**src/rtl/dds_pkg.sv**
```systemverilog
package dds_pkg;

  // Register stages between the active control set and the sample register.
  localparam int ACC_LAT = 1;  // accumulator register
  localparam int PH_LAT  = 1;  // offset phase register
  localparam int LUT_LAT = 1;  // sine register

  // Quarter-wave magnitude: parabolic fit from 0 at k=0 to full scale at k=qmax.
  function automatic int quarter_mag(input int k, input int aw, input int ow);
    int qmax;
    int peak;
    qmax = (1 << aw) - 1;
    peak = (1 << (ow - 1)) - 1;
    return (k * (2 * qmax - k) * peak) / (qmax * qmax);
  endfunction

endpackage

```
**src/rtl/dds_delay_line.sv**
```systemverilog
module dds_delay_line #(
  parameter int W     = 8,
  parameter int DEPTH = 1
) (
  input  logic         clk,
  input  logic         rst_n,
  input  logic [W-1:0] d_i,
  output logic [W-1:0] q_o
);

  logic [W-1:0] stage_q [DEPTH];
  logic [W-1:0] stage_d [DEPTH];

  always_comb begin
    stage_d[0] = d_i;
    for (int i = 1; i < DEPTH; i++) begin
      stage_d[i] = stage_q[i-1];
    end
  end

  always_ff @(posedge clk or negedge rst_n) begin
    if (!rst_n) begin
      for (int i = 0; i < DEPTH; i++) begin
        stage_q[i] <= '0;
      end
    end else begin
      for (int i = 0; i < DEPTH; i++) begin
        stage_q[i] <= stage_d[i];
      end
    end
  end

  assign q_o = stage_q[DEPTH-1];

endmodule

```
**src/rtl/dds_ctrl_align.sv**
```systemverilog
module dds_ctrl_align #(
  parameter int FTW_W   = 32,
  parameter int POW_W   = 14,
  parameter int ASF_W   = 10,
  parameter int POW_DLY = 1,
  parameter int ASF_DLY = 3
) (
  input  logic             clk,
  input  logic             rst_n,
  input  logic             apply_i,
  input  logic [FTW_W-1:0] ftw_i,
  input  logic [POW_W-1:0] pow_i,
  input  logic [ASF_W-1:0] asf_i,
  output logic [FTW_W-1:0] ftw_o,
  output logic [POW_W-1:0] pow_o,
  output logic [ASF_W-1:0] asf_o
);

  logic [FTW_W-1:0] ftw_q, ftw_d;
  logic [POW_W-1:0] pow_q, pow_d;
  logic [ASF_W-1:0] asf_q, asf_d;

  // Active set: load enable is the apply strobe.
  always_comb begin
    ftw_d = ftw_q;
    pow_d = pow_q;
    asf_d = asf_q;
    if (apply_i) begin
      ftw_d = ftw_i;
      pow_d = pow_i;
      asf_d = asf_i;
    end
  end

  always_ff @(posedge clk or negedge rst_n) begin
    if (!rst_n) begin
      ftw_q <= '0;
      pow_q <= '0;
      asf_q <= '0;
    end else begin
      ftw_q <= ftw_d;
      pow_q <= pow_d;
      asf_q <= asf_d;
    end
  end

  assign ftw_o = ftw_q;

  // Pad the offset and amplitude paths to meet the data at its stage.
  dds_delay_line #(.W(POW_W), .DEPTH(POW_DLY)) u_pow_dly (
    .clk  (clk),
    .rst_n(rst_n),
    .d_i  (pow_q),
    .q_o  (pow_o)
  );

  dds_delay_line #(.W(ASF_W), .DEPTH(ASF_DLY)) u_asf_dly (
    .clk  (clk),
    .rst_n(rst_n),
    .d_i  (asf_q),
    .q_o  (asf_o)
  );

  p_hold_when_idle_r2: assert property (@(posedge clk) disable iff (!rst_n)
    !apply_i |=> ($stable(ftw_q) && $stable(pow_q) && $stable(asf_q)));

  p_load_on_apply_r2: assert property (@(posedge clk) disable iff (!rst_n)
    apply_i |=> (ftw_q == $past(ftw_i) && asf_q == $past(asf_i)));

endmodule

```
**src/rtl/dds_phase_acc.sv**
```systemverilog
module dds_phase_acc #(
  parameter int FTW_W = 32,
  parameter int POW_W = 14
) (
  input  logic             clk,
  input  logic             rst_n,
  input  logic             clr_i,
  input  logic [FTW_W-1:0] ftw_i,
  input  logic [POW_W-1:0] pow_i,
  output logic [POW_W-1:0] phase_o
);

  logic [FTW_W-1:0] acc_q, acc_d;
  logic [POW_W-1:0] ph_q, ph_d;

  always_comb begin
    if (clr_i) begin
      acc_d = '0;
    end else begin
      acc_d = acc_q + ftw_i;
    end
    ph_d = acc_q[FTW_W-1 -: POW_W] + pow_i;
  end

  always_ff @(posedge clk or negedge rst_n) begin
    if (!rst_n) begin
      acc_q <= '0;
      ph_q  <= '0;
    end else begin
      acc_q <= acc_d;
      ph_q  <= ph_d;
    end
  end

  assign phase_o = ph_q;

  p_clear_zero_r8: assert property (@(posedge clk) disable iff (!rst_n)
    clr_i |=> (acc_q == '0));

  p_step_r3: assert property (@(posedge clk) disable iff (!rst_n)
    !clr_i |=> (acc_q == FTW_W'($past(acc_q) + $past(ftw_i))));

  p_offset_r4: assert property (@(posedge clk) disable iff (!rst_n)
    1'b1 |=> (ph_q == POW_W'($past(acc_q[FTW_W-1 -: POW_W]) + $past(pow_i))));

endmodule

```
**src/rtl/dds_sine_lut.sv**
```systemverilog
module dds_sine_lut #(
  parameter int POW_W  = 14,
  parameter int LUT_AW = 6,
  parameter int OUT_W  = 10
) (
  input  logic                    clk,
  input  logic                    rst_n,
  input  logic [POW_W-1:0]        phase_i,
  output logic signed [OUT_W-1:0] sine_o
);

  localparam int QN     = 1 << LUT_AW;
  localparam int MAG_W  = OUT_W - 1;
  localparam int DROP_W = POW_W - 2 - LUT_AW;

  logic [MAG_W-1:0]        rom [QN];
  logic [1:0]              quad;
  logic [LUT_AW-1:0]       idx;
  logic [LUT_AW-1:0]       row;
  logic signed [OUT_W-1:0] mag_s;
  logic signed [OUT_W-1:0] sine_d, sine_q;
  logic                    phase_lsb_unused;

  // Quarter-wave table built at elaboration.
  for (genvar k = 0; k < QN; k++) begin : g_rom
    assign rom[k] = MAG_W'(dds_pkg::quarter_mag(k, LUT_AW, OUT_W));
  end

  assign quad             = phase_i[POW_W-1 -: 2];
  assign idx              = phase_i[POW_W-3 -: LUT_AW];
  assign phase_lsb_unused = ^phase_i[DROP_W-1:0];

  always_comb begin
    row    = quad[0] ? ~idx : idx;
    mag_s  = $signed({1'b0, rom[row]});
    sine_d = quad[1] ? -mag_s : mag_s;
  end

  always_ff @(posedge clk or negedge rst_n) begin
    if (!rst_n) begin
      sine_q <= '0;
    end else begin
      sine_q <= sine_d;
    end
  end

  assign sine_o = sine_q;

  p_no_min_code_r5: assert property (@(posedge clk) disable iff (!rst_n)
    sine_q != {1'b1, {(OUT_W-1){1'b0}}});

  p_sign_r5: assert property (@(posedge clk) disable iff (!rst_n)
    (quad[1] && rst_n) |=> !(sine_q > 0));

endmodule

```
**src/rtl/dds_amp_scale.sv**
```systemverilog
module dds_amp_scale #(
  parameter int ASF_W = 10,
  parameter int OUT_W = 10
) (
  input  logic                    clk,
  input  logic                    rst_n,
  input  logic signed [OUT_W-1:0] sine_i,
  input  logic [ASF_W-1:0]        asf_i,
  output logic [OUT_W-1:0]        sample_o
);

  localparam int PROD_W = OUT_W + ASF_W + 1;
  localparam logic [OUT_W-1:0] MID = {1'b1, {(OUT_W-1){1'b0}}};

  logic signed [PROD_W-1:0] prod_s;
  logic signed [OUT_W-1:0]  scaled;
  logic [OUT_W-1:0]         sample_d, sample_q;
  logic                     prod_spare_unused;

  always_comb begin
    prod_s   = sine_i * $signed({1'b0, asf_i});
    scaled   = prod_s[ASF_W +: OUT_W];
    sample_d = {~scaled[OUT_W-1], scaled[OUT_W-2:0]};
  end

  assign prod_spare_unused = prod_s[PROD_W-1] ^ (^prod_s[ASF_W-1:0]);

  always_ff @(posedge clk or negedge rst_n) begin
    if (!rst_n) begin
      sample_q <= MID;
    end else begin
      sample_q <= sample_d;
    end
  end

  assign sample_o = sample_q;

  p_zero_amp_mid_r6: assert property (@(posedge clk) disable iff (!rst_n)
    (asf_i == '0) |=> (sample_q == MID));

  p_zero_sine_mid_r6: assert property (@(posedge clk) disable iff (!rst_n)
    (sine_i == '0) |=> (sample_q == MID));

endmodule

```
**src/rtl/dds_quad_core.sv**
```systemverilog
module dds_quad_core #(
  parameter int NUM_CH = 4,
  parameter int FTW_W  = 32,
  parameter int POW_W  = 14,
  parameter int ASF_W  = 10,
  parameter int OUT_W  = 10,
  parameter int LUT_AW = 6
) (
  input  logic                      clk,
  input  logic                      rst_n,
  input  logic                      clear_i,
  input  logic                      apply_i,
  input  logic [NUM_CH*FTW_W-1:0]   ftw_i,
  input  logic [NUM_CH*POW_W-1:0]   pow_i,
  input  logic [NUM_CH*ASF_W-1:0]   asf_i,
  output logic [NUM_CH*OUT_W-1:0]   sample_o
);

  // Offset joins one register after the accumulator; amplitude joins
  // after accumulator, phase and sine registers.
  localparam int POW_DLY = dds_pkg::ACC_LAT;
  localparam int ASF_DLY = dds_pkg::ACC_LAT + dds_pkg::PH_LAT + dds_pkg::LUT_LAT;

  for (genvar ch = 0; ch < NUM_CH; ch++) begin : g_ch
    logic [FTW_W-1:0]        ftw_act;
    logic [POW_W-1:0]        pow_al;
    logic [ASF_W-1:0]        asf_al;
    logic [POW_W-1:0]        phase;
    logic signed [OUT_W-1:0] sine;

    dds_ctrl_align #(
      .FTW_W  (FTW_W),
      .POW_W  (POW_W),
      .ASF_W  (ASF_W),
      .POW_DLY(POW_DLY),
      .ASF_DLY(ASF_DLY)
    ) u_ctrl (
      .clk    (clk),
      .rst_n  (rst_n),
      .apply_i(apply_i),
      .ftw_i  (ftw_i[ch*FTW_W +: FTW_W]),
      .pow_i  (pow_i[ch*POW_W +: POW_W]),
      .asf_i  (asf_i[ch*ASF_W +: ASF_W]),
      .ftw_o  (ftw_act),
      .pow_o  (pow_al),
      .asf_o  (asf_al)
    );

    dds_phase_acc #(
      .FTW_W(FTW_W),
      .POW_W(POW_W)
    ) u_acc (
      .clk    (clk),
      .rst_n  (rst_n),
      .clr_i  (clear_i),
      .ftw_i  (ftw_act),
      .pow_i  (pow_al),
      .phase_o(phase)
    );

    dds_sine_lut #(
      .POW_W (POW_W),
      .LUT_AW(LUT_AW),
      .OUT_W (OUT_W)
    ) u_lut (
      .clk    (clk),
      .rst_n  (rst_n),
      .phase_i(phase),
      .sine_o (sine)
    );

    dds_amp_scale #(
      .ASF_W(ASF_W),
      .OUT_W(OUT_W)
    ) u_amp (
      .clk     (clk),
      .rst_n   (rst_n),
      .sine_i  (sine),
      .asf_i   (asf_al),
      .sample_o(sample_o[ch*OUT_W +: OUT_W])
    );
  end

endmodule

```
**config.mk**
```make
export PLATFORM = sky130hd
export DESIGN_NAME = dds_quad_core
export DESIGN_NICKNAME = d
export VERILOG_FILES = /design/src/rtl/dds_pkg.sv /design/src/rtl/dds_delay_line.sv /design/src/rtl/dds_ctrl_align.sv /design/src/rtl/dds_phase_acc.sv /design/src/rtl/dds_sine_lut.sv /design/src/rtl/dds_amp_scale.sv /design/src/rtl/dds_quad_core.sv
export SDC_FILE = /design/constraint.sdc
export NUM_CORES = 2
export LEC_CHECK = 0
export BUFFER_PORTS_ARGS = -buffer_cell sky130_fd_sc_hd__clkbuf_2
export CAP_MARGIN = 30
export CORE_MARGIN = 2
export CORE_UTILIZATION = 55
export CTS_BUF_LIST = sky130_fd_sc_hd__clkbuf_2
export CTS_CLUSTER_SIZE = 24
export DETAILED_ROUTE_END_ITERATION = 10
export HOLD_SLACK_MARGIN = 0.15
export PLACE_DENSITY = 0.8
export SLEW_MARGIN = 20
export SYNTH_ARGS = -nofsm -noshare
export SYNTH_HDL_FRONTEND = slang
export SYNTH_SLANG_ARGS = --single-unit
export TNS_END_PERCENT = 30
```
**constraint.sdc**
```tcl
create_clock -name clk -period 5.6 [get_ports clk]
set_input_delay 0 -clock clk [delete_from_list [all_inputs] [get_ports clk]]
set_output_delay 0 -clock clk [all_outputs]
set_load 0.05 [all_outputs]
```
==> summary.txt <==
Final layout
  – Final Net Count: 6289
  – Post-layout util: 0.6926
  – Finished Cell Area: 0.05579 sq mm
  – Commonest cells after routing, fill and taps aside: 695 x dlygate4sd3_1, 617 x dfrtp_1, 495 x clkbuf_2
  – Commonest non-fill, non-tap cell in the layout: dlygate4sd3_1
  – P&R area growth vs syn: 24.50%
  – FF/Latch Area: 0.01604 sq mm
  – Filler cells: 5498
  – Share of cells above drive strength 1: 0.1560
  – Area of the multi-input gates: 0.02661 sq mm

Worst setup path
  – Critical path type: flop to flop
  – Worst path required time: 6.92 ns
  – Element type at the critical path end: flop
  – Worst EP arrival: 6.62 ns
  – CP Max Fanout: 10
  – Crit start category: flop

CTS
  – CTS tree: built
  – TritonCTS buffer count: 165
  – CTS Buffer Depth: 3
  – Worst skew pair latency: 1.58 ns
  – Root buf cell: clkbuf_2
  – Clock tree sinks: 640
  – H-tree depth: 4
  – Worst-path clk slew: 0.10 ns

Die
  – Core ar.: 0.08055 sq mm
  – Row cnt: 104
  – I/O pin count: 268
  – Starting Density: 0.5563
  – Die height: 289.4 um
  – DIE AREA: 0.08378 sq mm
  – Die X: 289.4 um

Synthesis
  – Post-synthesis net count: 5315
  – Top post-synthesis cells by area: dfrtp_1 36%, ha_1 12%, fa_1 11%
  – Largest family of logic cells by synthesized area: adder cells
  – Yosys cell types: 91
  – Adder-cell area share of the yosys netlist: 0.2321
  – Synth async-reset ratio: 1.000
  – Seq/Total Area, Yosys: 0.3575
  – Synth Flop Type: dfrtp_1
  – Yosys warning total: 0
  – Netlist Area Pre-Place: 0.04481 sq mm
  – Compound-Gate Fraction of Synth Area: 0.1208
  – Multiplexer share of the synthesized area: 0.06053
  – Synth Area in XOR/XNOR: 0.04585
  – Cell taking the most area after synthesis: dfrtp_1
  – Per-instance average area after synthesis: 10.17 sq um
  – Share of the synthesized area in the top cell type: 0.3552
  – Syn Inst Count: 4407
  – Synth Register Bits: 640
  – Post-synth EDFFs: 0
  – Post-Synth Simple-Gate Area: 0.1340

Drt
  – Pre-antenna DRT Iters: 9
  – Antenna Nets Post-Route: 0
  – Vias: 39.01k
  – WL/cell: 20.67 um
  – 1st-iter DRT viols: 3799
  – Avg Vias per Cell: 5.903
  – Total wire length: 136600 um
  – # DRC: 0

STA
  – Fin Hold WS: 0.3242 ns
  – Slew at the pin closest to its max-slew limit: 0.9569 ns
  – Hold Vio Cnt, Final: 0
  – Rel. slew slack: 0.3621
  – Max-slew violation count: 0
  – Final min period: 5.298 ns
  – Max Fclk: 188.7 MHz
  – Setup violations, final: 0
  – Final period util: 0.9461
  – Clk_skew: 0.2283 ns

Run status
  – Outcome: completed

Global routing
  – Total global routing overflow: 0
  – First-pass GRT wire length: 216400 um
  – Largest net degree at the start of global routing: 158
  – Antenna violations before repair: 33
  – Total track usage: 0.3316
  – Vias in the first global route: 40.30k

Placement
  – Placed instance area: 0.04700 sq mm
  – Routability Congestion: 0.9249
  – Port buffer count: 267
  – HPWL Detailed: 72710 um

Run
  – Max-cap check violation count: 0

Hold path
  – Class of the worst hold path: flop to flop
==> cell families after synthesis <==
family,count (synthesis)
adder cells (fa/ha/maj),680
buffers and inverters,565
AO/OA/AOI/OAI,823
AND/OR/NAND/NOR,1227
XOR/XNOR,232
flip-flops,640
multiplexers,240
==> synthesized netlist by cell type (all sizes together) (7+ instances only) <==
library cell    n
o211ai         25
mux2i          10
o21bai         28
o21ai         161
fa            252
nor2b          90
a21oi         220
a211o           8
a311oi          9
nor4            7
nand2         331
a31oi          43
nor3           79
and2          205
a22oi           9
a21o           77
o22ai          20
nand4          29
a222oi          7
inv           365
buf            46
dfrtp         636
nand3          41
and3           23
nand3b          8
o221ai          7
or2            14
o41ai           9
nor3b          13
a2111oi        11
xor2           87
mux2          228
a31o            9
clkbuf        154
xnor2         145
o31ai          24
a211oi         41
o21a           34
nand2b         56
nor2          302
ha            428
or3            14
a221oi         13
==> final timing paths <==
check	cells after the start	slack, ns	startpoint	to
worst min-delay path	0	0.32	g_ch[3].u_ctrl.u_asf_dly.stage_d[9]	g_ch[3].u_ctrl.u_asf_dly.q_o[9]
worst max register to register	20	0.30	g_ch[1].u_lut.sine_o[2]	g_ch[1].u_amp.sample_o[9]
min in group asynchronous	6	0.78	rst_n	g_ch[2].u_acc.acc_q[21]
worst min register to register	0	0.32	g_ch[3].u_ctrl.u_asf_dly.stage_d[9]	g_ch[3].u_ctrl.u_asf_dly.q_o[9]
worst max-delay path	20	0.30	g_ch[1].u_lut.sine_o[2]	g_ch[1].u_amp.sample_o[9]
max in group asynchronous	7	3.36	rst_n	g_ch[1].u_ctrl.u_asf_dly.q_o[7]
==> metal layers <==
| layer | vias to the layer above | part of all wire | routed length (um) | GRT usage |
|---|---|---|---|---|
| li1 | 17120 | - | - | - |
| met1 | 18690 | 0.38 | 51560 | 0.3948 |
| met2 | 2351 | 0.46 | 63250 | 0.5270 |
| met3 | 839 | 0.086 | 11790 | 0.09583 |
| met4 | 8 | 0.073 | 9926 | 0.2149 |
| met5 | - | 0.00031 | 42 | 0 |
==> worst max-delay path, stage by stage (launching register included) <==
cell,delay [ns]
dfrtp_1,0.53
nand2_1,0.12
fa_1,0.51
inv_1,0.05
fa_1,0.50
inv_1,0.06
fa_1,0.53
inv_1,0.05
fa_1,0.47
inv_1,0.05
fa_1,0.47
inv_1,0.04
ha_1,0.28
o21ai_0,0.18
nand2b_1,0.07
a21oi_1,0.17
o21bai_1,0.20
o21ai_1,0.19
a41o_1,0.31
o41ai_1,0.31
xnor2_1,0.17
==> stage by stage <==
step / setup slack, ns / TNS (ns) / cells
after global routing: -0.01394 / -0.01394 / 6593
after CTS: 0.02873 / 0 / 6568
after detailed placement: 0.03369 / 0 / 5570
after global placement: 0.1399 / 0 / 5570
final: 0.3018 / 0 / 6608
after floorplan: 0.3761 / 0 / 4407
==> state kept, by name, indices dropped and copies added, names as in the netlist <==
signal and flops:
g_ch.u_ctrl.u_asf_dly.stage_d 80, g_ch.u_ctrl.ftw_o 128, g_ch.u_ctrl.u_pow_dly.q_o 56, g_ch.u_lut.sine_o 40, g_ch.u_ctrl.u_asf_dly.q_o 40, g_ch.u_ctrl.asf_q 40
g_ch.u_ctrl.pow_q 56, g_ch.u_acc.phase_o 32, g_ch.u_acc.acc_q 128, g_ch.u_amp.sample_o 40
==> timing repair <==
action	in CTS	in global routing
endpoints found under the hold margin	992	0
buffers inserted	0	3
resized for setup	0	22
hold buffers	698	0
setup endpoints to repair	0	8
==> cell type report <==
class                           instances  share of cell area
Multi-Input combinational cell       3202              0.4769
Timing Repair Buffer                 1007              0.1571
Clock buffer                          230             0.02063
Antenna cell                           34            0.001525
Sequential cell                       640              0.2876
Inverter                              365             0.02456
Clock inverter                         70            0.007939
Tap cell                             1060             0.02377
Power is not shown: default switching activity piles up to over one toggle a cycle in this logic, so the estimate is an artifact.
